$ cat src/rtl/irq_ctx_pkg.sv
package irq_ctx_pkg;
  typedef enum logic [2:0] {
    ST_IDLE,
    ST_PUSH,
    ST_POP_REQ,
    ST_POP_WAIT,
    ST_FIN_ENTRY,
    ST_FIN_EXIT
  } seq_state_t;

  // Number of saved words and their slot positions (push order).
  localparam int CTX_WORDS = 3;
  localparam int SLOT_PC   = 0;
  localparam int SLOT_SR   = 1;
  localparam int SLOT_GPR  = 2;
endpackage

$ cat src/rtl/ctx_boundary_decider.sv
module ctx_boundary_decider #(
  parameter int OPC_W = 4,
  parameter logic [OPC_W-1:0] RTI_OPCODE = 4'hE
) (
  input  logic             idle,
  input  logic             boundary,
  input  logic [OPC_W-1:0] opcode,
  input  logic             irq_pending,
  input  logic             gie,
  input  logic             masked,
  output logic             take_irq,
  output logic             take_rti
);
  logic is_rti;

  always_comb begin
    is_rti   = (opcode == RTI_OPCODE);
    // Return has priority over a pending request at the same boundary.
    take_rti = idle && boundary && is_rti;
    take_irq = idle && boundary && !is_rti && irq_pending && gie && !masked;
  end
endmodule

$ cat src/rtl/ctx_stack_ptr.sv
module ctx_stack_ptr #(
  parameter int AW = 16,
  parameter logic [AW-1:0] SP_INIT = 16'h0200
) (
  input  logic          clk,
  input  logic          rst_n,
  input  logic          dec,
  input  logic          inc,
  output logic [AW-1:0] sp,
  output logic [AW-1:0] sp_below
);
  always_ff @(posedge clk) begin
    if (!rst_n)   sp <= SP_INIT;
    else if (dec) sp <= sp - AW'(1);
    else if (inc) sp <= sp + AW'(1);
  end

  assign sp_below = sp - AW'(1);
endmodule

$ cat src/rtl/irq_ctx_seq.sv
module irq_ctx_seq
  import irq_ctx_pkg::*;
#(
  parameter int AW = 16,
  parameter int DW = 16,
  parameter int SR_W = 8,
  parameter int OPC_W = 4,
  parameter logic [OPC_W-1:0] RTI_OPCODE = 4'hE,
  parameter logic [AW-1:0] ISR_ADDR = 16'h0100,
  parameter logic [AW-1:0] SP_INIT = 16'h0200
) (
  input  logic             clk,
  input  logic             rst_n,
  input  logic             irq_i,
  input  logic             gie_i,
  input  logic             boundary_i,
  input  logic [OPC_W-1:0] opcode_i,
  input  logic [AW-1:0]    pc_i,
  input  logic [SR_W-1:0]  sr_i,
  input  logic [DW-1:0]    gpr_i,
  output logic             hold_o,
  output logic             pc_load_o,
  output logic [AW-1:0]    pc_next_o,
  output logic             regs_load_o,
  output logic [SR_W-1:0]  sr_next_o,
  output logic [DW-1:0]    gpr_next_o,
  output logic             masked_o,
  output logic [AW-1:0]    sp_o,
  output logic             mem_valid_o,
  input  logic             mem_ready_i,
  output logic             mem_we_o,
  output logic [AW-1:0]    mem_addr_o,
  output logic [DW-1:0]    mem_wdata_o,
  input  logic             mem_rvalid_i,
  input  logic [DW-1:0]    mem_rdata_i
);
  localparam int SLOT_W = $clog2(CTX_WORDS);
  localparam logic [SLOT_W-1:0] LAST_SLOT = SLOT_W'(CTX_WORDS - 1);

  seq_state_t        state_q, state_d;
  logic [SLOT_W-1:0] slot_q;
  logic [DW-1:0]     ctx_q [CTX_WORDS];
  logic [DW-1:0]     ctx_in [CTX_WORDS];
  logic              pend_q, masked_q;
  logic              take_irq, take_rti, idle;
  logic              sp_dec, sp_inc, xfer;
  logic [AW-1:0]     sp, sp_below;
  logic [SLOT_W-1:0] pop_slot;

  assign idle = (state_q == ST_IDLE);

  ctx_boundary_decider #(.OPC_W(OPC_W), .RTI_OPCODE(RTI_OPCODE)) u_decide (
    .idle        (idle),
    .boundary    (boundary_i),
    .opcode      (opcode_i),
    .irq_pending (pend_q | irq_i),
    .gie         (gie_i),
    .masked      (masked_q),
    .take_irq    (take_irq),
    .take_rti    (take_rti)
  );

  ctx_stack_ptr #(.AW(AW), .SP_INIT(SP_INIT)) u_sp (
    .clk      (clk),
    .rst_n    (rst_n),
    .dec      (sp_dec),
    .inc      (sp_inc),
    .sp       (sp),
    .sp_below (sp_below)
  );

  // Words captured at the boundary, in push order.
  always_comb begin
    ctx_in[SLOT_PC]  = DW'(pc_i);
    ctx_in[SLOT_SR]  = DW'(sr_i);
    ctx_in[SLOT_GPR] = gpr_i;
  end

  // Pops arrive in reverse order: the first read fills the last slot.
  assign pop_slot = LAST_SLOT - slot_q;
  assign xfer     = mem_valid_o && mem_ready_i;
  assign sp_dec   = (state_q == ST_PUSH) && xfer;
  assign sp_inc   = (state_q == ST_POP_REQ) && xfer;

  always_comb begin
    state_d = state_q;
    unique case (state_q)
      ST_IDLE:      if (take_irq) state_d = ST_PUSH;
                    else if (take_rti) state_d = ST_POP_REQ;
      ST_PUSH:      if (xfer && slot_q == LAST_SLOT) state_d = ST_FIN_ENTRY;
      ST_POP_REQ:   if (xfer) state_d = ST_POP_WAIT;
      ST_POP_WAIT:  if (mem_rvalid_i)
                      state_d = (slot_q == LAST_SLOT) ? ST_FIN_EXIT : ST_POP_REQ;
      ST_FIN_ENTRY: state_d = ST_IDLE;
      ST_FIN_EXIT:  state_d = ST_IDLE;
      default:      state_d = ST_IDLE;
    endcase
  end

  always_ff @(posedge clk) begin
    if (!rst_n) begin
      state_q  <= ST_IDLE;
      slot_q   <= '0;
      pend_q   <= 1'b0;
      masked_q <= 1'b0;
    end else begin
      state_q <= state_d;
      if (take_irq)     pend_q <= 1'b0;
      else if (irq_i)   pend_q <= 1'b1;
      if (take_irq)                    masked_q <= 1'b1;
      else if (state_q == ST_FIN_EXIT) masked_q <= 1'b0;
      if (idle) slot_q <= '0;
      else if (sp_dec || (state_q == ST_POP_WAIT && mem_rvalid_i))
        slot_q <= slot_q + SLOT_W'(1);
    end
  end

  for (genvar g = 0; g < CTX_WORDS; g++) begin : g_ctx
    always_ff @(posedge clk) begin
      if (!rst_n) ctx_q[g] <= '0;
      else if (take_irq) ctx_q[g] <= ctx_in[g];
      else if (state_q == ST_POP_WAIT && mem_rvalid_i && pop_slot == SLOT_W'(g))
        ctx_q[g] <= mem_rdata_i;
    end
  end

  always_comb begin
    mem_valid_o = (state_q == ST_PUSH) || (state_q == ST_POP_REQ);
    mem_we_o    = (state_q == ST_PUSH);
    mem_addr_o  = (state_q == ST_PUSH) ? sp_below : sp;
    mem_wdata_o = (state_q == ST_PUSH) ? ctx_q[slot_q] : '0;
    pc_load_o   = (state_q == ST_FIN_ENTRY) || (state_q == ST_FIN_EXIT);
    regs_load_o = (state_q == ST_FIN_EXIT);
    pc_next_o   = (state_q == ST_FIN_EXIT) ? ctx_q[SLOT_PC][AW-1:0] : ISR_ADDR;
    sr_next_o   = ctx_q[SLOT_SR][SR_W-1:0];
    gpr_next_o  = ctx_q[SLOT_GPR];
    hold_o      = !idle || take_irq || take_rti;
    masked_o    = masked_q;
    sp_o        = sp;
  end
endmodule

$ cat config.mk
export PLATFORM = sky130hd
export DESIGN_NAME = irq_ctx_seq
export DESIGN_NICKNAME = d
export VERILOG_FILES = /design/src/rtl/irq_ctx_pkg.sv /design/src/rtl/ctx_boundary_decider.sv /design/src/rtl/ctx_stack_ptr.sv /design/src/rtl/irq_ctx_seq.sv
export SDC_FILE = /design/constraint.sdc
export NUM_CORES = 1
export LEC_CHECK = 0
export ABC_AREA = 1
export BUFFER_PORTS_ARGS = -buffer_cell sky130_fd_sc_hd__buf_4
export CAP_MARGIN = 20
export CORE_MARGIN = 3
export CORE_UTILIZATION = 55
export DETAILED_ROUTE_END_ITERATION = 7
export PLACE_DENSITY = 0.87
export SLEW_MARGIN = 20
export SYNTH_ARGS = -nofsm -noshare
export SYNTH_HDL_FRONTEND = slang
export SYNTH_SLANG_ARGS = --single-unit
$ cat constraint.sdc
create_clock -name clk -period 4.58 [get_ports clk]
set_input_delay 0.229 -clock clk [delete_from_list [all_inputs] [get_ports clk]]
set_output_delay 0.229 -clock clk [all_outputs]
set_load 0.02 [all_outputs]
==> metrics.csv <==
metric,value,unit
ys_seq_elements,73,
antenna_cells,0,
cts_hold_buf,0,
cts_tree,yes,
slew_viol_final,0,
grt_pass1_wl,23.2,mm
hp-class,in2reg,
cp_common_cell,buf_4,
gp_congestion,0.950,
fmax,361,MHz
critPathMaxStageDelay,500,ps
place_area,5900,um2
grt_use_total,29.3,%
synth.distinct_cells,32,
ys_warn_count,0,
rsz0062_at_grt,false,
hold_depth,3,
power.density,412,nW/um2
grt_max_degree,56,
numCtsBuffers,9,
crit_required,4350,ps
cp_data_arrival_time,2540,ps
die_w,99.5,um
finalWirelength,14.7,mm
syn-cell-area,4810,um2
detail-route-antenna-nets,0,
finalHoldViolCount,0,
cpMaxStageDelayCell,inv_1,
timing.slew.headroom,41.3,%
rows,33,
period_minus_slack,2770,ps
cts_resized,0,
fin_setup_tns,0,ps
worstSetupStartpointType,flip-flop,
postLayoutCoreUtil,73.3,%
skew,7.55,ps
critical_path.cell_chain,"inv_2, nor2_2, nand2_1, inv_1, buf_4, nand3_1, o21ai_0, buf_4",
antenna_found_initial,0,
cts.sinks,73,
fin_area,6110,um2
tightest_slew,879,ps
seq_area_frac_synth,40.4,%
drt-initial-drc-count,401,
critPathMaxFanout,31,
drive_gt1_share,27.9,%
drt-vias-per-instance,5.66,
grt_pass1_vias,4793,
irDropWorstVdd,0.000299,V
initial_utilization,57.7,%
timing.final.crit_share,60.4,%
reg2regPathDepth,7,
cts_setup_buffers,0,
route.detailed.drc,0,
htreeDepth,3,
syn_nets,741,
end_kind,output port,
avgSynthCellArea,7.20,um2
drt-pass1-iter-count,5,
numPortBuffers,160,
p_total,2520,uW
wl_per_cell,16.3,um
cts_buffer_depth,2,
vias,5126,
clkSlewWorstSetupHoldPaths,90,ps
io_pins,161,
grt-ovfl-total,0,
status,"complete, no violations",
synthCells,668,
cts-root-buf,clkbuf_8,
die_h,99.5,um
cap_violations,0,
fin_nets,868,
crit_type,reg2out,
syn2layout_area_growth,27.2,%
fp.dieArea,9900,um2
insertion_delay,350,ps
fill_cells,644,
core-area,8340,um2
setup-violations-final,0,
power.leakage,0.00291,uW
dp_hpwl,10.4,mm
==> synth_stat cells <==
cell      number  area share (%)
buf_4         10             1.6
nand2_2        2            0.26
o21ai_2       18             3.3
nand3b_1       1            0.16
inv_2          9            0.70
o211ai_1       1            0.16
nor2_1        68             5.3
clkbuf_1      10            0.78
a21oi_1       34             3.5
nand3_4        3             1.1
ha_1           6             1.6
or2_2          2            0.26
edfxtp_1      48              30
clkinv_2       1            0.10
o21ai_0       71             7.4
nor3_1         2            0.21
o22ai_1        1            0.13
buf_6          3            0.70
nand4_1        5            0.65
buf_1          4            0.31
xor2_1         7             1.3
nor3_2         1            0.21
buf_2         18             1.9
nand3_1       74             7.7
inv_1         77             6.0
nor2_4         1            0.23
dfxtp_1       25              10
nand2_1      141              11
nand3_2        2            0.42
a31oi_1        5            0.65
nor2_2         8             1.0
o21ai_1       10             1.0
==> final cells by class <==
class                      instances  area [um2]  area share, %
clock buffer                       9         124           2.03
clock inverter                     7        93.8           1.53
inverter                          87         328           5.36
multi-input combinational        463        2290           37.4
sequential                        73        1940           31.8
tap                              105         131           2.15
timing repair buffer             161        1210           19.8
==> report_power, final <==
group | internal [uW] | switching, uW | leakage [uW] | total (uW)
Clock | 307 | 260 | 0.000107 | 567
Sequential | 796 | 97.8 | 0.000706 | 894
Combinational | 380 | 679 | 0.00210 | 1060
==> critical path: cells and delay by family (launching register included) <==
family / cells / cell delay [ps]
DFF: 1 / 340
and+or+nand+nor: 3 / 530
AOI/OAI and AO/OA: 1 / 150
buffers and inverters: 4 / 1150
==> placed cells by master, fill, tap and decap left out <==
cell,Yosys,routed
inv_6,0,1
o211ai_1,1,1
o21ai_1,10,10
xor2_1,7,7
nor2_4,1,1
buf_4,10,161
clkinv_1,0,1
nand3b_1,1,1
nand3_4,3,3
dfxtp_1,25,25
nor3_1,2,2
o21ai_2,18,18
inv_1,77,77
clkinv_2,1,2
nor2_2,8,8
nand3_2,2,2
nand3_1,74,74
nor2_1,68,68
clkinvlp_4,0,1
ha_1,6,6
clkinv_4,0,1
bufinv_16,0,2
edfxtp_1,48,48
inv_2,9,9
or2_2,2,2
clkbuf_8,0,9
nand2_2,2,2
nand2_1,141,141
nand4_1,5,5
a31oi_1,5,5
o21ai_0,71,71
a21oi_1,34,34
nor3_2,1,1
o22ai_1,1,1
==> stage by stage <==
| stage | instances | setup WS (ps) | hold WS (ps) |
|---|---|---|---|
| 6_report | 905 | 1810 | 186 |
| 5_1_grt | 905 | 1690 | 193 |
| 4_1_cts | 905 | 1840 | 189 |
| 3_5_place_dp | 889 | 2090 | 484 |
| 3_3_place_gp | 889 | 2210 | 485 |
| 2_1_floorplan | 668 | 2780 | 438 |
==> routing by layer <==
layer,GRT usage [%],routed length (um),part of all wire (%)
met5,0,0,0
met4,12.9,360,2.4
met3,5.12,1490,10
met2,48.9,7230,49
met1,37.3,5640,38
==> cell families (layout without fill, tap and decap cells) <==
group | count (synthesis) | after routing | share of synthesized area [%]
simple gates | 310 | 310 | 28.5
compound gates | 140 | 140 | 16.2
flops | 73 | 73 | 40.4
buf+inv | 132 | 264 | 12.0
fa+ha+maj | 6 | 6 | 1.56
xor+xnor | 7 | 7 | 1.28
==> sequential cells by signal, summed over array words and instances (netlist names), named ones only <==
name / flops
ctx_q: 48
masked_o: 1
pend_q: 1
slot_q: 2
state_q: 3
u_sp.sp: 16
==> worst paths after layout <==
kind	slack, ps	start	endpoint
worst max-delay path	1810	state_q[0]$_SDFFE_PN0P_	mem_addr_o[15]
worst min-delay path	190	pc_i[4]	ctx_q[0][4]$_DFFE_PP_
worst max register to register	2030	state_q[1]$_SDFFE_PN0P_	ctx_q[2][8]$_SDFFCE_PN0P_
worst min register to register	510	masked_o$_SDFFE_PN0P_	masked_o$_SDFFE_PN0P_
Power figures use the tool's default switching activity.
